<file path="config.mk">
export PLATFORM = sky130hd
export DESIGN_NAME = cdai_tx
export DESIGN_NICKNAME = d
export VERILOG_FILES = /design/src/rtl/cdai_pkg.sv /design/src/rtl/cdai_cell_timer.sv /design/src/rtl/cdai_slot_src.sv /design/src/rtl/cdai_bmc_line.sv /design/src/rtl/cdai_tx.sv
export SDC_FILE = /design/constraint.sdc
export NUM_CORES = 1
export LEC_CHECK = 0
export BUFFER_PORTS_ARGS = -buffer_cell sky130_fd_sc_hd__clkbuf_2
export CORE_MARGIN = 4
export CORE_UTILIZATION = 42
export DETAILED_ROUTE_END_ITERATION = 6
export PLACE_DENSITY = 0.66
export SYNTH_ARGS = -nofsm -noshare
export SYNTH_HDL_FRONTEND = slang
export SYNTH_HIERARCHICAL = 1
export SYNTH_SLANG_ARGS = --single-unit
</file>
<file path="constraint.sdc">
create_clock -name clk -period 2.83 [get_ports clk]
set_input_delay 0.566 -clock clk [delete_from_list [all_inputs] [get_ports clk]]
set_output_delay 0.566 -clock clk [all_outputs]
set_load 0.1 [all_outputs]
</file>
<file path="src/rtl/cdai_pkg.sv">
package cdai_pkg;
  localparam int SLOTS_PER_SUB  = 32;
  localparam int PRE_SLOTS      = 4;
  localparam int AUDIO_SLOTS    = 24;
  localparam int HALF_PER_SUB   = 2 * SLOTS_PER_SUB;
  localparam int HALF_PER_FRAME = 2 * HALF_PER_SUB;
  localparam int HALF_W         = $clog2(HALF_PER_FRAME);
  localparam int SLOT_W         = $clog2(SLOTS_PER_SUB);

  typedef enum logic [1:0] {PRE_B, PRE_M, PRE_W} pre_kind_e;

  // Preamble half-cells for a low preceding level, first-sent bit leftmost.
  function automatic logic [7:0] pre_pattern(input pre_kind_e kind);
    case (kind)
      PRE_B:   return 8'b1110_1000;
      PRE_M:   return 8'b1110_0010;
      default: return 8'b1110_0100;
    endcase
  endfunction

  // One bit of the fixed consumer channel-status word.
  function automatic logic cs_bit(input int unsigned idx, input logic deemph_on);
    localparam logic [7:0] CATEGORY = 8'b0011_0001;  // bits 8..15, bit 8 leftmost
    localparam logic [3:0] RATE     = 4'b1100;       // bits 24..27, bit 24 leftmost
    if (idx == 2)                     return 1'b1;
    else if (idx == 3 || idx == 4)    return ~deemph_on;
    else if (idx >= 8 && idx <= 15)   return CATEGORY[15 - idx];
    else if (idx >= 24 && idx <= 27)  return RATE[27 - idx];
    else                              return 1'b0;
  endfunction
endpackage

</file>
<file path="src/rtl/cdai_cell_timer.sv">
module cdai_cell_timer
  import cdai_pkg::*;
#(
  parameter int DIV_RATIO    = 2,
  parameter int BLOCK_FRAMES = 192,
  localparam int FW = $clog2(BLOCK_FRAMES),
  localparam int DW = (DIV_RATIO > 1) ? $clog2(DIV_RATIO) : 1
) (
  input  logic              clk,
  input  logic              rst_n,
  output logic              cell_en,
  output logic [HALF_W-1:0] half_idx,
  output logic [FW-1:0]     frame_idx,
  output logic              frame_start
);
  logic [HALF_W-1:0] half_q;
  logic [FW-1:0]     frame_q;
  logic              frame_end;

  generate
    if (DIV_RATIO == 1) begin : g_nodiv
      assign cell_en = 1'b1;
    end else begin : g_div
      logic [DW-1:0] div_q;
      always_ff @(posedge clk) begin
        if (!rst_n)                             div_q <= '0;
        else if (div_q == DW'(DIV_RATIO - 1))   div_q <= '0;
        else                                    div_q <= div_q + 1'b1;
      end
      assign cell_en = (div_q == DW'(DIV_RATIO - 1));
    end
  endgenerate

  assign frame_end = (half_q == HALF_W'(HALF_PER_FRAME - 1));

  always_ff @(posedge clk) begin
    if (!rst_n) begin
      half_q  <= '0;
      frame_q <= '0;
    end else if (cell_en) begin
      half_q <= frame_end ? '0 : half_q + 1'b1;
      if (frame_end)
        frame_q <= (frame_q == FW'(BLOCK_FRAMES - 1)) ? '0 : frame_q + 1'b1;
    end
  end

  assign half_idx    = half_q;
  assign frame_idx   = frame_q;
  assign frame_start = cell_en && (half_q == '0);
endmodule

</file>
<file path="src/rtl/cdai_slot_src.sv">
module cdai_slot_src
  import cdai_pkg::*;
#(
  parameter int SW           = 14,
  parameter int BLOCK_FRAMES = 192,
  localparam int FW = $clog2(BLOCK_FRAMES)
) (
  input  logic              clk,
  input  logic              rst_n,
  input  logic              smp_strobe,
  input  logic [SW-1:0]     left_smp,
  input  logic [SW-1:0]     right_smp,
  input  logic              smp_invalid,
  input  logic              deemph_on,
  input  logic              frame_start,
  input  logic [HALF_W-1:0] half_idx,
  input  logic [FW-1:0]     frame_idx,
  output logic              pre_active,
  output logic              pre_bit,
  output logic              data_bit
);
  localparam int PAD = AUDIO_SLOTS - SW;
  localparam logic [SLOT_W-1:0] SLOT_A_LO = SLOT_W'(PRE_SLOTS);
  localparam logic [SLOT_W-1:0] SLOT_A_HI = SLOT_W'(PRE_SLOTS + AUDIO_SLOTS - 1);
  localparam logic [SLOT_W-1:0] SLOT_V    = SLOT_W'(PRE_SLOTS + AUDIO_SLOTS);
  localparam logic [SLOT_W-1:0] SLOT_C    = SLOT_W'(PRE_SLOTS + AUDIO_SLOTS + 2);
  localparam logic [SLOT_W-1:0] SLOT_P    = SLOT_W'(PRE_SLOTS + AUDIO_SLOTS + 3);

  logic [SW-1:0] hold_l, hold_r, frm_l, frm_r;
  logic          hold_v, frm_v, frm_d;

  always_ff @(posedge clk) begin
    if (!rst_n) begin
      hold_l <= '0; hold_r <= '0; hold_v <= 1'b0;
    end else if (smp_strobe) begin
      hold_l <= left_smp; hold_r <= right_smp; hold_v <= smp_invalid;
    end
  end

  always_ff @(posedge clk) begin
    if (!rst_n) begin
      frm_l <= '0; frm_r <= '0; frm_v <= 1'b0; frm_d <= 1'b0;
    end else if (frame_start) begin
      frm_l <= hold_l; frm_r <= hold_r; frm_v <= hold_v; frm_d <= deemph_on;
    end
  end

  logic                   right_sub;
  logic [SLOT_W-1:0]      slot;
  logic [2:0]             pat_idx;
  pre_kind_e              kind;
  logic [7:0]             pat;
  logic [AUDIO_SLOTS-1:0] word;
  logic                   cs_now, par_now;

  assign right_sub = half_idx[HALF_W-1];
  assign slot      = half_idx[HALF_W-2:1];
  assign pat_idx   = {slot[1:0], half_idx[0]};
  assign kind      = right_sub ? PRE_W : ((frame_idx == '0) ? PRE_B : PRE_M);
  assign pat       = pre_pattern(kind);
  assign pre_bit   = pat[3'd7 - pat_idx];
  assign pre_active = (slot < SLOT_A_LO);

  assign word    = {(right_sub ? frm_r : frm_l), {PAD{1'b0}}};
  assign cs_now  = cs_bit({{(32-FW){1'b0}}, frame_idx}, frm_d);
  assign par_now = ^word ^ frm_v ^ cs_now;

  always_comb begin
    if (slot >= SLOT_A_LO && slot <= SLOT_A_HI) data_bit = word[slot - SLOT_A_LO];
    else if (slot == SLOT_V)                    data_bit = frm_v;
    else if (slot == SLOT_C)                    data_bit = cs_now;
    else if (slot == SLOT_P)                    data_bit = par_now;
    else                                        data_bit = 1'b0;
  end
endmodule

</file>
<file path="src/rtl/cdai_bmc_line.sv">
module cdai_bmc_line
  import cdai_pkg::*;
(
  input  logic              clk,
  input  logic              rst_n,
  input  logic              cell_en,
  input  logic [HALF_W-1:0] half_idx,
  input  logic              pre_active,
  input  logic              pre_bit,
  input  logic              data_bit,
  output logic              line_out
);
  logic line_q, pre_ref, sub_first, ref_lvl, next_lvl;

  assign sub_first = (half_idx[HALF_W-2:0] == '0);
  assign ref_lvl   = sub_first ? line_q : pre_ref;

  always_comb begin
    if (pre_active)        next_lvl = pre_bit ^ ref_lvl;
    else if (!half_idx[0]) next_lvl = ~line_q;
    else                   next_lvl = data_bit ? ~line_q : line_q;
  end

  always_ff @(posedge clk) begin
    if (!rst_n) begin
      line_q  <= 1'b0;
      pre_ref <= 1'b0;
    end else if (cell_en) begin
      line_q <= next_lvl;
      if (sub_first) pre_ref <= line_q;
    end
  end

  assign line_out = line_q;
endmodule

</file>
<file path="src/rtl/cdai_tx.sv">
module cdai_tx
  import cdai_pkg::*;
#(
  parameter int SW           = 14,
  parameter int DIV_RATIO    = 2,
  parameter int BLOCK_FRAMES = 192
) (
  input  logic          clk,
  input  logic          rst_n,
  input  logic          smp_strobe,
  input  logic [SW-1:0] left_smp,
  input  logic [SW-1:0] right_smp,
  input  logic          smp_invalid,
  input  logic          deemph_on,
  output logic          line_out
);
  localparam int FW = $clog2(BLOCK_FRAMES);

  logic              cell_en, frame_start, pre_active, pre_bit, data_bit;
  logic [HALF_W-1:0] half_idx;
  logic [FW-1:0]     frame_idx;

  cdai_cell_timer #(.DIV_RATIO(DIV_RATIO), .BLOCK_FRAMES(BLOCK_FRAMES)) timer_i (
    .clk(clk), .rst_n(rst_n), .cell_en(cell_en), .half_idx(half_idx),
    .frame_idx(frame_idx), .frame_start(frame_start)
  );

  cdai_slot_src #(.SW(SW), .BLOCK_FRAMES(BLOCK_FRAMES)) src_i (
    .clk(clk), .rst_n(rst_n), .smp_strobe(smp_strobe), .left_smp(left_smp),
    .right_smp(right_smp), .smp_invalid(smp_invalid), .deemph_on(deemph_on),
    .frame_start(frame_start), .half_idx(half_idx), .frame_idx(frame_idx),
    .pre_active(pre_active), .pre_bit(pre_bit), .data_bit(data_bit)
  );

  cdai_bmc_line line_i (
    .clk(clk), .rst_n(rst_n), .cell_en(cell_en), .half_idx(half_idx),
    .pre_active(pre_active), .pre_bit(pre_bit), .data_bit(data_bit),
    .line_out(line_out)
  );
endmodule

</file>
==> impl_metrics.toml, run 1 <==
[critical_path]
r2r-start = "timer_i/half_idx[2]"
cp.required_ns = 3.06
arrival_ns = 2.85
critPathMaxFanout = 8
ff2ff_path_depth = 10
end_kind = "flip-flop"
start_kind = "flip-flop"
r2r_end = "line_i/line_out"
r2r_setup_slack_ns = 0.20
critical_path_class = "reg -> reg"

[die]
initial_core_util_pct = 43.33
rows = 35
die_x_um = 105.9
core-area_mm2 = 0.009284
die_h_um = 105.9
die-area_mm2 = 0.01121
pin_count = 34

[synth]
synth_cell_types = 54
seq_area_frac_synth_pct = 38.32
async_flop_share_pct = 0
syn_area_mm2 = 0.004023
syn_inst = 390
synth_edf_count = 0
synth_top_area_share_pct = 38.32
yosys.area.top_type = "dfxtp_1"
synthSimpleGateAreaFrac_pct = 19.94
synth_fp_nets = 430
synthMuxAreaShare_pct = 21.74
synth-seq-cells = 77
ys_warn_count = 6
synth_adder_area_share_pct = 2.177
synth_xor_area_share_pct = 6.532
syn_avg_cell_area_um2 = 10.31
synth_area_leaders = "dfxtp_1 (38%), mux2i_1 (17%), nor2b_1 (9.6%)"
synth_compound_area_share_pct = 7.061
synth_top_family_by_area = "multiplexers"
synthFlopType = "dfxtp_1"

[clock_tree]
postCtsSetupBuffers = 0
cts_tree = "built"
cts-htree-levels = 3
cts.repair.resized = 0
clock-root-buffer = "clkbuf_8"
postCtsHoldBufs = 0
clkLatencyLatePin_ns = 0.34
path_clk_slew_ns = 0.09
numCtsBuffers = 9
clock_sinks = 77
cts_buffer_depth = 2

[sta]
slew_headroom_pct = 36.92
final.min_clock_period_ns = 2.626
worst_clock_skew_ns = 0.01101
fin_crit_sh_pct = 92.78
fin_hold_ws_ns = 0.4747
fin_tns_setup_ns = 0
setup_viol = 0
fmax_mhz = 380.9
worst_slew_pin_slew_ns = 0.9461
drv_slew = 0
hold_viol_final = 0
grt_setup_unrepaired = "false"

[cells_and_area]
diodes = 0
final_area_mm2 = 0.004519
mostFrequentLayoutCells = "dfxtp_1 (76), mux2i_1 (69), nor2b_1 (62)"
fin_nets = 462
final_layout_size_suffix_gt1_share_pct = 17.10
synthToLayoutAreaGrowth_pct = 12.35
postLayoutCoreUtil_pct = 48.68
final_common_cell = "dfxtp_1"

[worst_hold_path]
min_path_cells = 3
hold_path.class = "in -> reg"
worstHoldStart = "left_smp[1]"
hold_end = "src_i/hold_l[1]"

[drt]
vias = 2844
drt-wirelength-per-cell_um = 13.82
routed_via_density = 5.115
drtIter0Drc = 94
ant_nets = 0
drtPass1Iterations = 4
wl_um = 7685
drc_errors = 0

[power_and_ir_drop]
p_int_uw = 1679
power_frac_clock_pct = 36.5
power.leakage_uw = 0.001799
p_comb_share_pct = 11.8
switchingPower_uw = 583.7
swShare_pct = 25.80
p_seq_share_pct = 51.7
p_per_area_mw_per_mm2 = 500.7
max-vdd-ir-drop_uv = 296.5

[placement]
dpl_cell_area_mm2 = 0.004312
io_buffers = 33
dp_hpwl_um = 5529
place_congestion = 0.8105

[run]
max_cap_viol_count = 0

[outcome]
status = "finished, final reports clean"

[grt]
antenna_found_initial = 0
grt_use_total_pct = 14.07
grt_pass1_vias = 2691
grt_pass1_wl_um = 12910
grt_overflow = 0
grt_max_degree = 40
## power groups by stage
stage | clock network (uW) | logic (uW) | registers, uW
6_report | 825 | 268 | 1170
5_1_grt | 891 | 295 | 1180
4_1_cts | 844 | 271 | 1170
3_5_place_dp | 0 | 270 | 1200
3_3_place_gp | 0 | 264 | 1200
2_1_floorplan | 0 | 200 | 1190
## per-layer routing
| layer | vias to the layer above | global-route usage (%) | routed length, um |
|---|---|---|---|
| met3 | 10 | 3.368 | 251 |
| met1 | 1346 | 17.91 | 3584 |
| li1 | 1448 | - | - |
| met2 | 40 | 23.50 | 3726 |
| met4 | 0 | 4.440 | 123 |
| met5 | - | 0 | 0 |
## worst max-delay path by stage
stage / endpoint / cells after the start / slack (ns) / start
after global routing: line_i/line_out / 11 / 0.05 / timer_i/half_idx[6]
final: line_i/line_out / 10 / 0.20 / timer_i/half_idx[2]
after CTS: line_i/line_out / 10 / 0.03 / timer_i/half_idx[2]
after floorplan: line_i/line_out / 11 / 0.09 / timer_i/half_idx[2]
after global placement: line_i/line_out / 10 / 0.14 / timer_i/half_idx[2]
after detailed placement: line_i/line_out / 10 / 0.05 / timer_i/half_idx[2]
## logic make-up (layout without fill, tap and decap cells)
| logic type | after synthesis | after routing |
|---|---|---|
| mux | 76 | 76 |
| flops | 77 | 77 |
| xor+xnor | 30 | 30 |
| fa+ha+maj | 7 | 7 |
| simple gates | 136 | 136 |
| compound gates | 35 | 35 |
| buf+inv | 29 | 66 |
## metrics by stage
stage,setup slack [ns],power (uW),std cells
5_1_grt,0.05203,2363,556
2_1_floorplan,0.09287,1395,390
6_report,0.2043,2263,556
3_5_place_dp,0.05066,1468,540
3_3_place_gp,0.1443,1460,540
4_1_cts,0.02570,2287,556
## sequential cells by signal (all words and copies together), names as in the netlist
signal / flops
src_i/frm_v: 1
line_i/line_out: 1
src_i/hold_r: 14
src_i/hold_v: 1
timer_i/half_idx: 7
timer_i/cell_en: 1
src_i/frm_d: 1
src_i/hold_l: 14
line_i/pre_ref: 1
src_i/frm_l: 14
src_i/frm_r: 14
timer_i/frame_idx: 8
## area by class of cell
class	instances	area, um^2
fillers	905	4765
multi-input cells	284	2322
flip-flops and latches	77	1545
repair buffers	43	265.3
well taps	129	161.4
clock buffers	9	123.9
clock inverters	7	75.07
inverters	7	26.28
## synthesized netlist by cell type, types with 3 or more instances
cell	n
nor2_1	9
xor2_1	14
nor2b_1	62
buf_6	5
xnor2_1	16
a31oi_1	3
nand3_1	14
o211ai_1	3
buf_2	3
nand4_1	4
inv_1	7
clkbuf_1	12
and2_1	3
o21a_1	3
mux2i_1	69
nor3_1	7
nand2_1	16
nor4b_1	3
mux4_1	7
a21oi_1	4
dfxtp_1	77
ha_1	7
a21boi_0	4
## critical path: stages (launching register included)
cell,delay [ns]
dfxtp_4,0.42
mux4_1,0.57
nand2_1,0.09
nand3_1,0.07
and4_1,0.19
o211ai_1,0.19
o41ai_2,0.12
or3b_2,0.49
a32o_1,0.23
o211ai_2,0.06
o21ai_1,0.07
No activity file was read; power rests on OpenSTA's default activity.
==> run 2: changes to the inputs <==
Settings changed: PLACE_DENSITY 0.66 to 0.63.
==> run 2 against run 1 <==
Compared with the run above:
- global-route usage up 0.18 points
- sequential share of layout area up 0.058 points
- setup slack worse by 0.034 ns
- largest cell class unchanged
==> impl_metrics.toml, run 2 (synthesized netlist as in run 1, its figures left out) <==
[outcome]
status = "finished, final reports clean"

[clock_tree]
path_clk_slew_ns = 0.09
clock_sinks = 77
cts_tree = "built"
numCtsBuffers = 9
cts-htree-levels = 3
clkLatencyLatePin_ns = 0.35
clock-root-buffer = "clkbuf_8"
postCtsSetupBuffers = 0
cts_buffer_depth = 2

[drt]
ant_nets = 0
drtPass1Iterations = 5
wl_um = 7784
drc_errors = 0
routed_via_density = 5.084
drtIter0Drc = 133
drt-wirelength-per-cell_um = 13.97
vias = 2832

[grt]
grt_use_total_pct = 14.25
antenna_found_initial = 0
grt_overflow = 0
grt_pass1_vias = 2628
grt_pass1_wl_um = 12910
grt_max_degree = 50

[power_and_ir_drop]
switchingPower_uw = 602.5
power_frac_clock_pct = 34.5
p_int_uw = 1602
p_per_area_mw_per_mm2 = 489.0
max-vdd-ir-drop_uv = 245.6
swShare_pct = 27.33
power.leakage_uw = 0.001800
p_seq_share_pct = 53.0
p_comb_share_pct = 12.5

[worst_hold_path]
min_path_cells = 3
hold_end = "src_i/hold_l[4]"
hold_path.class = "in -> reg"
worstHoldStart = "left_smp[4]"

[die]
pin_count = 34
die_x_um = 105.9
core-area_mm2 = 0.009284
die-area_mm2 = 0.01121
rows = 35
initial_core_util_pct = 43.33
die_h_um = 105.9

[critical_path]
end_kind = "flip-flop"
r2r_setup_slack_ns = 0.17
arrival_ns = 2.90
ff2ff_path_depth = 10
r2r-start = "timer_i/half_idx[2]"
critPathMaxFanout = 7
r2r_end = "line_i/line_out"
cp-startpoint = "timer_i/half_idx[2]"
critical_path_class = "reg -> reg"
cp.required_ns = 3.07
start_kind = "flip-flop"

[sta]
fmax_mhz = 376.0
drv_slew = 0
worst_slew_pin_slew_ns = 0.9404
grt_setup_unrepaired = "false"
fin_tns_setup_ns = 0
setup_viol = 0
setup_ws_ns = 0.1702
slew_headroom_pct = 37.31
hold_viol_final = 0
worst_clock_skew_ns = 0.01031
fin_crit_sh_pct = 93.99
final.min_clock_period_ns = 2.660

[cells_and_area]
mostFrequentLayoutCells = "dfxtp_1 (75), mux2i_1 (69), nor2b_1 (62)"
final_common_cell = "dfxtp_1"
synthToLayoutAreaGrowth_pct = 12.07
fin_nets = 463
fillers = 887
diodes = 0
postLayoutCoreUtil_pct = 48.56
final_layout_size_suffix_gt1_share_pct = 17.52

[placement]
io_buffers = 33
place_congestion = 0.8493
dp_hpwl_um = 5570
pre_cts_ws_ns = 0.05517

[run]
max_cap_viol_count = 0
[run 2: cell types whose count changed in the layout (fill, tap and decap cells not counted)]
| cell | change |
|---|---|
| dfxtp_1 | -1 |
| buf_4 | +1 |
| dfxtp_2 | +2 |
| clkinvlp_4 | -1 |
| bufinv_16 | -1 |
| dfxtp_4 | -1 |
| inv_8 | +1 |
| inv_6 | +1 |
[run 2: power by group through the flow]
stage | clock network [uW] | registers (uW) | logic, uW
global placement | 0 | 1190 | 271
floorplan | 0 | 1190 | 200
global route | 844 | 1180 | 302
detailed placement | 0 | 1200 | 276
CTS | 790 | 1170 | 277
finish | 761 | 1170 | 275
[run 2: worst max-delay path, stage by stage (launching register included)]
cell	delay (ns)
dfxtp_2	0.44
mux4_1	0.57
nand2_1	0.08
nand3_1	0.07
and4_1	0.20
o211ai_1	0.19
o41ai_2	0.12
or3b_2	0.50
a32o_1	0.23
o211ai_2	0.07
o21ai_1	0.08
[run 2: layer usage]
metal	up-vias	track usage [%]	part of all wire, %	routed length (um)
met5	-	0	0	0
li1	1447	-	-	-
met2	47	22.95	48	3752
met4	0	5.180	1.5	115
met3	8	4.103	3.3	259
met1	1330	18.14	47	3657
[run 2: worst max path at each step]
stage / slack [ns] / end
6_report: 0.17 / line_i/line_out
5_1_grt: 0.002 / line_i/line_out
4_1_cts: 0.04 / line_i/line_out
3_5_place_dp: 0.06 / line_i/line_out
3_3_place_gp: 0.16 / line_i/line_out
2_1_floorplan: 0.09 / line_i/line_out
[run 2: stage by stage]
| stage | total power (uW) | std cells | hold slack [ns] | instance area [um^2] |
|---|---|---|---|---|
| 5_1_grt | 2322 | 557 | 0.4570 | 4508 |
| 4_1_cts | 2237 | 557 | 0.4548 | 4501 |
| 3_5_place_dp | 1472 | 541 | 0.4954 | 4319 |
| 6_report | 2204 | 557 | 0.4699 | 4508 |
| 3_3_place_gp | 1465 | 541 | 0.4998 | 4319 |
| 2_1_floorplan | 1395 | 390 | 0.4635 | 4023 |
[run 2: repair_timing]
| action | in CTS | in global routing |
|---|---|---|
| resized for setup | 0 | 3 |
| setup endpoints to repair | 0 | 1 |
| hold buffers | 0 | 0 |
[run 2: area by class of cell]
class	count	area, um^2	area share, %
Clock buffer	9	123.9	2.748
Clock inverter	7	57.56	1.277
Inverter	7	26.28	0.5828
Multi-Input combinational cell	284	2322	51.51
Sequential cell	77	1544	34.25
Tap cell	129	161.4	3.580
Timing Repair Buffer	44	272.8	6.051
